--- src/rtl/bcd_calendar_counter.sv ---
module bcd_calendar_counter (
  input  logic       clk,
  input  logic       rst_n,
  input  logic       tick,
  input  logic       wr_en,
  input  logic [3:0] wr_addr,
  input  logic [7:0] wr_data,
  input  logic [3:0] rd_addr,
  output logic [7:0] rd_data
);
  logic [7:0] hs, sec, mn, hr, dow, dt, mo, yr;
  logic       cen;
  logic [7:0] last_day;
  logic       leap;
  logic       c0, c1, c2, c3, c4, c5, c6, c7;

  function automatic logic [7:0] binc(input logic [7:0] v);
    return (v[3:0] == 4'd9) ? {v[7:4] + 4'd1, 4'd0} : v + 8'd1;
  endfunction

  assign leap = yr[4] ? (yr[3:0] == 4'd2 || yr[3:0] == 4'd6)
                      : (yr[3:0] == 4'd0 || yr[3:0] == 4'd4 || yr[3:0] == 4'd8);

  always_comb begin
    case (mo)
      8'h02:                      last_day = leap ? 8'h29 : 8'h28;
      8'h04, 8'h06, 8'h09, 8'h11: last_day = 8'h30;
      default:                    last_day = 8'h31;
    endcase
  end

  assign c0 = tick & ~wr_en;
  assign c1 = c0 & (hs == 8'h99);
  assign c2 = c1 & (sec == 8'h59);
  assign c3 = c2 & (mn == 8'h59);
  assign c4 = c3 & (hr == 8'h23);
  assign c5 = c4 & (dt == last_day);
  assign c6 = c5 & (mo == 8'h12);
  assign c7 = c6 & (yr == 8'h99);

  always_ff @(posedge clk) begin
    if (!rst_n) begin
      hs  <= 8'h00; sec <= 8'h00; mn <= 8'h00; hr <= 8'h00;
      dow <= 8'h01; dt  <= 8'h01; mo <= 8'h01; yr <= 8'h00;
      cen <= 1'b0;
    end else if (wr_en) begin
      case (wr_addr)
        4'd0: hs  <= wr_data;
        4'd1: sec <= wr_data;
        4'd2: mn  <= wr_data;
        4'd3: hr  <= wr_data;
        4'd4: dow <= wr_data;
        4'd5: dt  <= wr_data;
        4'd6: mo  <= wr_data;
        4'd7: yr  <= wr_data;
        4'd8: cen <= wr_data[0];
        default: ;
      endcase
    end else begin
      if (c0) hs  <= c1 ? 8'h00 : binc(hs);
      if (c1) sec <= c2 ? 8'h00 : binc(sec);
      if (c2) mn  <= c3 ? 8'h00 : binc(mn);
      if (c3) hr  <= c4 ? 8'h00 : binc(hr);
      if (c4) dow <= (dow == 8'h07) ? 8'h01 : binc(dow);
      if (c4) dt  <= c5 ? 8'h01 : binc(dt);
      if (c5) mo  <= c6 ? 8'h01 : binc(mo);
      if (c6) yr  <= c7 ? 8'h00 : binc(yr);
      if (c7) cen <= ~cen;
    end
  end

  always_comb begin
    case (rd_addr)
      4'd0: rd_data = hs;
      4'd1: rd_data = sec;
      4'd2: rd_data = mn;
      4'd3: rd_data = hr;
      4'd4: rd_data = dow;
      4'd5: rd_data = dt;
      4'd6: rd_data = mo;
      4'd7: rd_data = yr;
      4'd8: rd_data = {7'd0, cen};
      default: rd_data = 8'h00;
    endcase
  end
endmodule


--- config.mk ---
export PLATFORM = sky130hd
export DESIGN_NAME = bcd_calendar_counter
export DESIGN_NICKNAME = d
export VERILOG_FILES = /design/src/rtl/bcd_calendar_counter.sv
export SDC_FILE = /design/constraint.sdc
export NUM_CORES = 1
export LEC_CHECK = 0
export BUFFER_PORTS_ARGS = -buffer_cell sky130_fd_sc_hd__clkbuf_2
export CAP_MARGIN = 20
export CORE_ASPECT_RATIO = 0.9
export CORE_MARGIN = 2
export CORE_UTILIZATION = 50
export CTS_CLUSTER_DIAMETER = 30
export CTS_CLUSTER_SIZE = 12
export DETAILED_ROUTE_END_ITERATION = 6
export HOLD_SLACK_MARGIN = 0.06
export PLACE_DENSITY = 0.79
export SKIP_CTS_REPAIR_TIMING = 1
export SYNTH_ARGS = -nofsm -noshare
export SYNTH_HDL_FRONTEND = slang
export SYNTH_SLANG_ARGS = --single-unit
--- constraint.sdc ---
create_clock -name clk -period 2.5 [get_ports clk]
set_input_delay 0.25 -clock clk [delete_from_list [all_inputs] [get_ports clk]]
set_output_delay 0.25 -clock clk [all_outputs]
set_load 0.01 [all_outputs]
== Yosys cells after proc, flatten, opt, wreduce, memory -nomap -nowiden ==
Index checks and enable logic that the tools add are counted.
Cells by class
  add/sub/neg operators: 16
  eq/ne operators: 50
  muxes and demuxes: 47
  bitwise operators: 10
  reduce and logical (&&, ||, !) cells: 24
Operators by type and width (count)
  8-bit two-way mux: 40
  8-bit case mux with 9 select lines: 1
  8-bit by 1-bit adder with 8-bit output, second input constant: 8
  4-bit equality test, second input constant: 11
  4-bit by 3-bit equality test with 1-bit output, second input constant: 10
  4-bit by 1-bit adder with 4-bit output, second input constant: 8
  8-bit by 3-bit equality test with 1-bit output, second input constant: 3
  4-bit by 2-bit equality test with 1-bit output, second input constant: 5
  2-bit by 1-bit != test with 1-bit output, second input constant: 9
  2-bit AND reduction: 9
  8-bit by 5-bit equality test with 1-bit output, second input constant: 2
  8-bit by 7-bit equality test with 1-bit output, second input constant: 2
  8-bit equality test, second input constant: 2
  2-bit nonzero test: 8
  4-bit logical NOT: 3
  5-bit case mux with 2 select lines: 1
  1-bit bitwise AND: 8
  4-bit by 1-bit equality test with 1-bit output, second input constant: 2
  8-bit by 2-bit equality test with 1-bit output, second input constant: 1
  8-bit by 4-bit equality test with 1-bit output, second input constant: 1
  8-bit by 6-bit equality test with 1-bit output, second input constant: 1
  8-bit equality test: 1
  1-bit two-way mux: 5
  4-bit OR reduction: 1
  2 further kinds: 5
Word-level totals
  register bits: 65
  input bits: 20
  word-level logic and storage cells: 156

== Logic depth before layout (Yosys ltp) ==
Gate-level depths: netlist (run 1).
  depth after elaboration: 13
  gate-level depth with buffers: 12
  gate-level depth less buffers: 8

== Worst setup path after synthesis (run 1) ==
Ideal clock, no wire load.
  path kind: reg2reg
  start: reg mo[5]
  end: reg yr[7]
  setup time: 0.120 ns
  arrival: 2.575 ns
  data required time: 2.380 ns
  slack: -0.195 ns
  stages on the path, launching flop included: 9
  buffers on the path: 0
  period minus slack after synthesis: 2.695 ns
  cell sequence: dfxtp_1 > inv_1 > ha_1 > or3b_1 > or4b_4 > a211oi_4 > o2111ai_4 > and4_1 > o31a_1
On the way
  word-level cells in the longest chain between the ends: 10
  elaborated cells between the ends (all ways): 17
  those cells by class: 7 x eq/ne; 4 x mux; 3 x bitwise; 3 x reduce/logical
RTL lines
  start: declaration: line 11  | logic [7:0] hs, sec, mn, hr, dow, dt, mo, yr;
  start signal: assignment: line 54  | 4'd6: mo <= wr_data;
  start signal: assignment: line 66  | if (c5) mo <= c6 ? 8'h01 : binc(mo);
  8-bit by 3-bit equality test with 1-bit output (tied with other cells): line 25  | case (mo)
  4-bit OR reduction: line 25
  5-bit case mux with 2 select lines: line 25
  8-bit equality test: line 37  | assign c5 = c4 & (dt == last_day);
  1-bit bitwise AND: line 37
  1-bit bitwise AND *: line 38  | assign c6 = c5 & (mo == 8'h12);
  1-bit bitwise AND: line 39  | assign c7 = c6 & (yr == 8'h99);
  8-bit two-way mux (2 in series): line 67  | if (c6) yr <= c7 ? 8'h00 : binc(yr);
  8-bit two-way mux: line 46  | end else if (wr_en) begin
  end signal: assignment: line 55  | 4'd7: yr <= wr_data;
  end signal: assignment: line 67
  end: declaration: line 11
Mark *: on every way between the ends. The rest lies on a longest branch, timed or not. The select of a mux whose other input is x is not followed.
A chain may end at the register's enable or synchronous reset.

== Worst setup path in the final report (run 1) ==
  start: reg mo[4]
  end: reg mo[5]
On the way
  word-level cells in the longest chain between the ends: 9
  elaborated cells between the ends (all ways): 19
  those cells by class: 2 x add/sub; 7 x eq/ne; 5 x mux; 2 x bitwise; 3 x reduce/logical
RTL lines (line)
  8-bit by 3-bit equality test with 1-bit output (tied with other cells): 25
  4-bit OR reduction: 25
  5-bit case mux with 2 select lines: 25
  8-bit equality test: 37
  1-bit bitwise AND: 37
  1-bit bitwise AND: 38
  8-bit two-way mux (2 in series): 66
  8-bit two-way mux: 46
Several ways; a longest one is shown, not always the timed one. The select of a mux whose other input is x is not followed.

==> impl_results.md, run 1 <==
* Outcome: finished with violations
* Failing checks: negative setup slack
* Synthesized area at 5410 µm²
* # nets final at 813
* Die W at 114 µm
* Critical path, cell by cell: inv_2 > ha_4 > or3b_4 > buf_6 > a2111oi_4 > o41a_1 > buf_6 > o211ai_1 > and2_4 > o311a_1
* Combinational power share at 13.7%
* RSZ-0062 raised after global routing: yes
* Crit path arrival time at 2.94 ns
* CP dominant cell by count: buf_6
* Via/cell ratio at 6.77
* Post-Synth Adder-Cell Area at 6.48%
* Min Tclk post-route at 2.72 ns
* Placeable Area at 10700 µm²
* CTS buffer count at 9
* CP peak stage delay at 0.41 ns
* Post-synth EDFFs at 0
* Clk sinks at 65
* DP Cell Count at 878
* Initial antenna violation count at 0
* Clock-pin slew on the worst setup and hold paths at 0.05 ns
* CP max FO at 4
* Num ports at 28
* Util after Layout at 61.3%
* PwrDens at 407 nW/µm²
* Slowest stage cell, crit path: a2111oi_4
* Complex-gate fraction of the synthesized area at 29.3%
* Die area at 11700 µm²
* Post-synthesis mux area share at 8.35%
* Ratio of cells with drive above 1 in the final layout at 22.0%
* Post-Synth Simple-Gate Area at 25.2%
* Fin crit share at 109%
* Count leader, synth: o21ai_0
* Crit path kind: reg -> reg
* Hpwl dp at 13.3 mm
* Clock buffer depth at 2
* Final instance count without filler cells at 902
* Place WS at -0.125 ns
* Final worst slack at -0.220 ns
* CTS H-Tree Depth at 3
* Via Count at 6104
* Slew margin rel. at 59.4%
* Max Cap Viol at 0
* Number of global-route vias before repair at 5500
* Port buffer count at 27
* Antenna Violating Nets Remaining at 0
* Placer Congestion at 0.976
* Hold depth at 3
* Hold Violations, Final at 0
* Switching Power at 0.731 mW
* Synthesized flop and latch total at 65
* Top achievable clock speed at 0.368 GHz
* Clk Latency, worst-skew pair at 0.34 ns
* Async set-reset flop share out of synthesis at 0%
* Cells after synthesis at 710
* Pre-antenna DRT Iters at 7
* Worst Max-Slew Pin Slew at 0.608 ns
* Int Power at 1.93 mW
* Synth Flop Type: dfxtp_1
* Synth area leaders: dfxtp_1, o21ai_0, ha_1
* Antenna cells at 0
* All-Layer GR Usage at 31.8%
* Routed length per instance at 21.0 µm
* Synthesized Nets at 758
* Post-Synth XOR/XNOR Area at 1.13%
* Synth Area per Inst at 7.62 µm²
* Dominant cell type by area after synthesis: dfxtp_1
* Largest family of logic cells by synthesized area: compound AO/OA/AOI/OAI gates
* Die H at 103 µm
* Sequential share of the synthesized area at 24.1%
* Standard-cell row count at 36
* HP Class: in -> reg
* DR DRC count at 0
* Worst r2r path cells at 10
* Largest net degree at the start of global routing at 62
* Layout Skew at 0.00553 ns
* Setup violations, final at 25
* Sw frac at 27.4%
* Post-synth cell types at 76
* Leakage at 2.49 nW
* First-pass GRT wire length at 28.9 mm
* Crit. End Element: flip-flop
* Startpoint types: flip-flop
* First DRT Iteration DRCs at 701
* Post-synth top area share at 24.1%
* Initial Utilization at 50.7%
* Max-slew violation count at 0
* Synth warnings at 0
* Maximum VDD drop at 436 µV
* TritonCTS clock tree: done
* Area growth, synth to finish at 21.0%
* Register share of total power at 40.7%
* Total grt overflow at 0
* List of most frequent post-synthesis cells: o21ai_0, nand2_1, dfxtp_1, a21oi_1, nor2_1
* Critical Path RT at 2.72 ns
* Clock root cell: clkbuf_16
* Power share of the clock group at 45.6%
* Final WL at 19.0 mm
## state kept, by name, indices dropped and copies added (netlist names)
signal / flops
sec: 8
mo: 8
dt: 8
hr: 8
mn: 8
hs: 8
yr: 8
cen: 1
dow: 8
## through the flow
stage	power, mW	setup TNS (ns)	instance area (µm²)	hold slack (ns)
2_1_floorplan	1.31	-0.345	5460	0.456
3_3_place_gp	1.43	-0.131	5990	0.485
3_5_place_dp	1.44	-1.88	5990	0.500
4_1_cts	2.65	-2.09	6270	0.267
5_1_grt	2.74	-4.73	6550	0.320
6_report	2.66	-3.33	6550	0.303
## layout by cell type (no fill, tap or decap), types with 13 or more instances in the layout
cell type / synthesis / layout
buf_4: 0 / 50
nor2b_1: 16 / 16
nand4_1: 13 / 13
dfxtp_1: 65 / 63
inv_1: 27 / 25
nand3_1: 27 / 24
clkbuf_2: 1 / 27
mux2i_1: 17 / 17
o21ai_0: 74 / 71
nor2_1: 52 / 51
a21oi_1: 57 / 53
and3_1: 15 / 13
ha_1: 28 / 27
nand2_1: 72 / 72
## cell type report
cell class | instances | area [µm²]
fill | 916 | 4130
timing repair buffer | 91 | 694
sequential | 65 | 1300
clock buffer | 12 | 267
clock inverter | 3 | 15.0
tap | 133 | 166
multi-input combinational | 570 | 3990
inverter | 28 | 105
## critical path, delay by kind of cell, from the launching register on
family,cells,cell delay [ns]
DFF,1,0.32
and+or+nand+nor,2,0.67
buffers and inverters,3,0.34
AOI/OAI and AO/OA,4,1.14
adders and majority gates,1,0.13
## worst paths after layout
path          from  endpoint  slack [ns]
max          mo[4]     mo[5]       -0.22
min          rst_n     yr[5]        0.30
max reg2reg  mo[4]     mo[5]       -0.22
min reg2reg  mn[7]     mn[7]        0.51
## power by group through the flow
stage               sequential [mW]  clock (mW)  combinational (mW)
finish                         1.08        1.21               0.364
global route                   1.09        1.26               0.389
CTS                            1.08        1.23               0.340
detailed placement             1.10           0               0.338
global placement               1.10           0               0.329
floorplan                      1.10           0               0.215
## kinds of logic (layout without fill, tap and decap cells)
kind of cell             Yosys count  after routing
AND/OR/NAND/NOR                  260            260
AO/OA/AOI/OAI                    241            242
buffers and inverters             76            134
flip-flops                        65             65
multiplexers                      33             33
adder cells (fa/ha/maj)           28             28
XOR/XNOR                           7              7
## layer usage
metal / track usage [%] / wire (µm)
met1: 41.4 / 7630
met2: 51.0 / 8460
met3: 6.70 / 1920
met4: 14.6 / 977
met5: 0 / 0
Note: power is estimated with default switching activity, not from simulation.
==> run 2, diff against run 1 <==
--- a/config.mk
+++ b/config.mk
@@ -7,8 +7,7 @@
 export LEC_CHECK = 0
 export BUFFER_PORTS_ARGS = -buffer_cell sky130_fd_sc_hd__clkbuf_2
 export CAP_MARGIN = 20
-export CORE_ASPECT_RATIO = 0.9
-export CORE_MARGIN = 2
+export CORE_ASPECT_RATIO = 1.5
 export CORE_UTILIZATION = 50
 export CTS_CLUSTER_DIAMETER = 30
 export CTS_CLUSTER_SIZE = 12
==> impl_results.md, run 2 (synthesized netlist as in run 1, its figures left out) <==
* CP top delay family: compound AO/OA/AOI/OAI gates
* Final worst slack at -0.148 ns (+0.0713 ns)
* Die W at 86.9 µm (-24%)
* Setup violations, final at 23 (-8.0%)
* Max Cap Viol at 0 (unchanged)
* Ratio of cells with drive above 1 in the final layout at 19.7% (-2.3 points)
* Clk sinks at 65 (unchanged)
* Number of global-route vias before repair at 5789 (+5.3%)
* Overall Power at 2.64 mW (-0.95%)
* Final instance count without filler cells at 907 (+0.55%)
* Worst r2r path cells at 11 (+1)
* Reg2Reg Setup Slack at -0.15 ns (+0.07 ns)
* RR Endpoint: mo[1]
* Power share of the clock group at 45.3% (-0.3 points)
* Clock buffer depth at 2 (unchanged)
* Port buffer count at 27 (unchanged)
* Clock-pin slew on the worst setup and hold paths at 0.06 ns (about the same)
* Failing checks: negative setup slack
* First DRT Iteration DRCs at 633 (-9.7%)
* Hold depth at 5 (+2)
* DR DRC count at 0 (unchanged)
* Clk Latency, worst-skew pair at 0.34 ns (about the same)
* Combinational power share at 13.6% (about the same)
* Hold Violations, Final at 0 (unchanged)
* Via/cell ratio at 6.76 (about the same)
* Worst Max-Slew Pin Slew at 0.633 ns (+0.0253 ns)
* Layout Skew at 0.00705 ns (+0.00152 ns)
* Fillers at 916 (unchanged)
* Placeable Area at 10500 µm² (-1.3%)
* Critical path, cell by cell: inv_2 > ha_4 > or3b_4 > buf_6 > a2111oi_4 > buf_4 > nor4b_4 > o211ai_4 > buf_8 > a21boi_0 > a221oi_1
* Leakage at 2.43 nW (-2.3%)
* HP Start: wr_data[4]
* Die area at 11200 µm² (-3.6%)
* First-pass GRT wire length at 29.6 mm (+2.5%)
* Hold_ws at 0.291 ns (-0.0120 ns)
* CTS buffer count at 9 (unchanged)
* Sw frac at 27.7% (+0.24 points)
* WL met3 at 1.50 mm (-22%)
* Routed length per instance at 21.1 µm (+0.23%)
* Final WL at 19.1 mm (+0.79%)
* Met2 wire len at 9.32 mm (+10%)
* DP Cell Count at 888 (+1.1%)
* Total grt overflow at 0 (unchanged)
* Slew margin rel. at 57.8% (-1.6 points)
* Top achievable clock speed at 0.378 GHz (+2.7%)
* Int Power at 1.91 mW (-1.3%)
* Placement-stage cell area at 5990 µm² (+0.10%)
* Clock root cell: clkbuf_16
* Bufs and invs on worst path at 4 (+1)
* Die H at 129 µm (+26%)
* Num ports at 28 (unchanged)
* Worst reg2reg path startpoint: mo[4]
* Register share of total power at 41.1% (+0.4 points)
* Largest net degree at the start of global routing at 62 (unchanged)
* Endpoint, Worst Hold: yr[4]
* Critical Path RT at 2.74 ns (+0.02 ns)
* Standard-cell row count at 46 (+28%)
* Most frequent cells in the layout: o21ai_0, nand2_1, dfxtp_1, a21oi_1
* DR top layer: met4
* Switching Power at 0.730 mW (about the same)
* TritonCTS clock tree: done
* Antenna cells at 0 (unchanged)
* Startpoint types: flip-flop
* Slowest stage cell, crit path: or3b_4
* Pre-antenna DRT Iters at 5 (-2)
* CTS H-Tree Depth at 3 (unchanged)
* Crit. End Element: flip-flop
* Wl on met1 at 6.78 mm (-11%)
* All-Layer GR Usage at 34.7% (+2.9 points)
* Crit path kind: reg -> reg
* Design Area, Final at 6380 µm² (-2.5%)
* Via Count at 6135 (+0.51%)
* RSZ-0062 raised after global routing: yes
* Crit path arrival time at 2.88 ns (-0.06 ns)
* HP Class: in -> reg
* Min Tclk post-route at 2.65 ns (-0.0713 ns)
* Antenna Violating Nets Remaining at 0 (unchanged)
* # nets final at 806 (-0.86%)
* PwrDens at 414 nW/µm² (+1.6%)
* Fin crit share at 106% (-2.9 points)
* Maximum VDD drop at 386 µV (-12%)
* Area growth, synth to finish at 17.9%
* Max-slew violation count at 0 (unchanged)
* Outcome: finished with violations
* Commonest non-fill, non-tap cell in the layout: o21ai_0
* Placer Congestion at 0.981 (+0.56%)
* Initial antenna violation count at 0 (unchanged)
* Place WS at -0.132 ns (-0.00664 ns)
* Initial Utilization at 51.4% (+0.69 points)
* Hpwl dp at 14.0 mm (+5.0%)
* CP peak stage delay at 0.39 ns (-0.02 ns)
* CP max FO at 14 (+10)
-- run 2: cell types whose count changed in the layout (fill, tap and decap cells not counted), sizes merged --
cell / previous run / this run
buf: 63 / 58
o211ai: 10 / 9
-- run 2: worst min-delay path, stage by stage --
cell and delay, ns:
clkbuf_2 0.09, nand2_1 0.06, o31ai_1 0.06, nand2_1 0.06, o22ai_1 0.05
-- run 2: metrics by stage --
| stage | TNS (ns) | utilization (%) |
|---|---|---|
| global route | -3.41 | 60.6 |
| floorplan | -0.345 | - |
| global placement | -0.0598 | 56.9 |
| detailed placement | -0.723 | 56.9 |
| CTS | -1.06 | 59.5 |
| finish | -1.24 | 60.6 |
-- run 2: final cells by class --
cell class / instances / area, µm² / share of cell area, %
multi-input combinational: 569 / 3910 / 61.3
sequential: 65 / 1300 / 20.4
timing repair buffer: 85 / 606 / 9.49
clock buffer: 13 / 260 / 4.08
tap: 144 / 180 / 2.82
inverter: 28 / 105 / 1.65
clock inverter: 3 / 15.0 / 0.235
-- run 2: routing by layer --
metal	vias up	GRT usage [%]
li1	2745	-
met1	2889	37.9
met2	376	58.9
met3	125	6.11
met4	0	26.9
met5	-	0
-- run 2: power by group through the flow --
| stage | clock (mW) | combinational [mW] | sequential, mW |
|---|---|---|---|
| after floorplan | 0 | 0.215 | 1.10 |
| after global placement | 0 | 0.330 | 1.10 |
| after detailed placement | 0 | 0.342 | 1.10 |
| after CTS | 1.19 | 0.344 | 1.08 |
| after global routing | 1.24 | 0.384 | 1.09 |
| final | 1.20 | 0.358 | 1.08 |
-- run 2: worst max path at each step --
stage | startpoint | end | depth (start not counted)
global route | mo[5] | mo[6] | 11
CTS | mo[4] | mo[6] | 10
detailed placement | mo[4] | mo[6] | 10
global placement | mo[4] | mo[6] | 10
floorplan | mo[6] | mo[5] | 7
finish | mo[4] | mo[1] | 11
==> run 3, diff against run 2 <==
--- a/config.mk
+++ b/config.mk
@@ -8,12 +8,12 @@
 export BUFFER_PORTS_ARGS = -buffer_cell sky130_fd_sc_hd__clkbuf_2
 export CAP_MARGIN = 20
 export CORE_ASPECT_RATIO = 1.5
-export CORE_UTILIZATION = 50
+export CORE_UTILIZATION = 25
 export CTS_CLUSTER_DIAMETER = 30
 export CTS_CLUSTER_SIZE = 12
 export DETAILED_ROUTE_END_ITERATION = 6
 export HOLD_SLACK_MARGIN = 0.06
-export PLACE_DENSITY = 0.79
+export PLACE_DENSITY = 0.5
 export SKIP_CTS_REPAIR_TIMING = 1
 export SYNTH_ARGS = -nofsm -noshare
 export SYNTH_HDL_FRONTEND = slang
==> impl_results.md, run 3 (synthesized netlist as in run 1, its figures left out) <==
* CTS H-Tree Depth at 3 (unchanged)
* Placer Congestion at 0.848 (-14%)
* Int Power at 2.06 mW (+7.9%)
* Combinational power share at 12.9% (-0.7 points)
* Max Cap Viol at 0 (unchanged)
* Clock root cell: clkbuf_16
* Via Count at 5743 (-6.4%)
* Ratio of cells with drive above 1 in the final layout at 20.4% (+0.73 points)
* Startpoint types: flip-flop
* Final instance count without filler cells at 1043 (+15%)
* CP startpoint: mo[4]
* Via/cell ratio at 5.51 (-19%)
* Placeable Area at 21100 µm² (+100%)
* DP Cell Count at 1024 (+15%)
* Critical Path RT at 2.78 ns (+0.04 ns)
* Die H at 182 µm (+41%)
* Port buffer count at 27 (unchanged)
* Final WL at 20.6 mm (+7.9%)
* CTS buffer count at 9 (unchanged)
* Number of global-route vias before repair at 5670 (-2.1%)
* Total grt overflow at 0 (unchanged)
* TritonCTS clock tree: done
* # nets final at 818 (+1.5%)
* Power share of the clock group at 49.2% (+3.9 points)
* Initial antenna violation count at 0 (unchanged)
* Clock-pin slew on the worst setup and hold paths at 0.06 ns (about the same)
* HP Class: in -> reg
* Area growth, synth to finish at 22.4%
* Hpwl dp at 15.7 mm (+12%)
* Maximum VDD drop at 310 µV (-20%)
* HP Start: wr_data[0]
* Crit path arrival time at 2.88 ns (about the same)
* First DRT Iteration DRCs at 345 (-45%)
* Slew margin rel. at 58.9% (+1.1 points)
* Hold Violations, Final at 0 (unchanged)
* Pre-antenna DRT Iters at 5 (unchanged)
* DR DRC count at 0 (unchanged)
* Commonest non-fill, non-tap cell in the layout: o21ai_0
* Place WS at -0.0899 ns (+0.0421 ns)
* Crit path kind: reg -> reg
* Fin crit share at 104% (-1.8 points)
* Layout Skew at 0.00833 ns (+0.00128 ns)
* Register share of total power at 37.9% (-3.2 points)
* Antenna Violating Nets Remaining at 0 (unchanged)
* All-Layer GR Usage at 19.1% (-16 points)
* Sw frac at 27.6% (-0.12 points)
* Antenna cells at 0 (unchanged)
* Setup violations, final at 18 (-22%)
* Clk Latency, worst-skew pair at 0.35 ns (about the same)
* Most frequent cells in the layout: o21ai_0, nand2_1, buf_4, dfxtp_1, a21oi_1
* Min Tclk post-route at 2.60 ns (-0.0458 ns)
* Routed length per instance at 19.8 µm (-6.2%)
* Initial Utilization at 25.6% (-26 points)
* Overall Power at 2.84 mW (+7.8%)
* PwrDens at 429 nW/µm² (+3.8%)
* Clk sinks at 65 (unchanged)
* Outcome: finished with violations
* Failing checks: negative setup slack
* Top achievable clock speed at 0.384 GHz (+1.8%)
* Die area at 22200 µm² (+98%)
* Standard-cell row count at 65 (+41%)
* Switching Power at 0.783 mW (+7.3%)
* Max-slew violation count at 0 (unchanged)
* Largest net degree at the start of global routing at 62 (unchanged)
* CP max FO at 7 (-7)
* Clock buffer depth at 2 (unchanged)
* Num ports at 28 (unchanged)
* Leakage at 2.50 nW (+3.0%)
* Crit. End Element: flip-flop
* Final worst slack at -0.102 ns (+0.0458 ns)
* Die W at 122 µm (+40%)
* RSZ-0062 raised after global routing: yes
* First-pass GRT wire length at 31.8 mm (+7.5%)
* Worst reg2reg path startpoint: mo[4]
* Worst Max-Slew Pin Slew at 0.617 ns (-0.0164 ns)
## run 3: cell count changes in the layout (fill, tap and decap cells not counted), sizes merged
| cell | change |
|---|---|
| clkinvlp | +1 |
| bufinv | +2 |
| clkbuf | -3 |
| buf | +12 |
## run 3: worst paths after layout
check / cells after the start / to / slack [ns]
max: 9 / mo[4] / -0.10
min: 3 / mo[0] / 0.29
max reg2reg: 9 / mo[4] / -0.10
min reg2reg: 2 / mn[7] / 0.52
## run 3: power by group through the flow
stage	logic, mW	clock network [mW]	registers (mW)
floorplan	0.215	0	1.10
CTS	0.365	1.42	1.08
global placement	0.364	0	1.10
detailed placement	0.363	0	1.10
global route	0.397	1.45	1.08
finish	0.366	1.40	1.08
## run 3: routing by layer
layer / wire length [µm] / share of wire (%) / GRT usage, %
met2: 10900 / 53 / 35.2
met1: 8090 / 39 / 20.5
met5: 0 / 0 / 0
met4: 966 / 4.7 / 10.1
met3: 691 / 3.3 / 2.78
## run 3: critical path, cell delays in order (launching register included)
cell and delay (ns):
dfxtp_2 0.32, inv_2 0.07, ha_4 0.13, or3b_4 0.39, or4b_4 0.51, a211oi_4 0.32
o211ai_2 0.20, buf_6 0.18, a311o_1 0.30, a21oi_1 0.12
## run 3: area by class of cell
cell class / count / area, µm²
Fill cell: 2296 / 14500
Tap cell: 268 / 335
Inverter: 28 / 105
Clock buffer: 10 / 229
Sequential cell: 65 / 1300
Multi-Input combinational cell: 569 / 3860
Timing Repair Buffer: 97 / 701
Clock inverter: 6 / 82.6
## run 3: metrics by stage
stage / cell area, µm² / hold WS [ns] / TNS [ns] / utilization [%]
global placement: 6250 / 0.511 / -0.0803 / 29.6
finish: 6620 / 0.286 / -0.773 / 31.3
CTS: 6560 / 0.285 / -0.851 / 31.0
detailed placement: 6250 / 0.524 / -0.613 / 29.6
global route: 6620 / 0.338 / -2.67 / 31.3
floorplan: 5460 / 0.456 / -0.345 / -
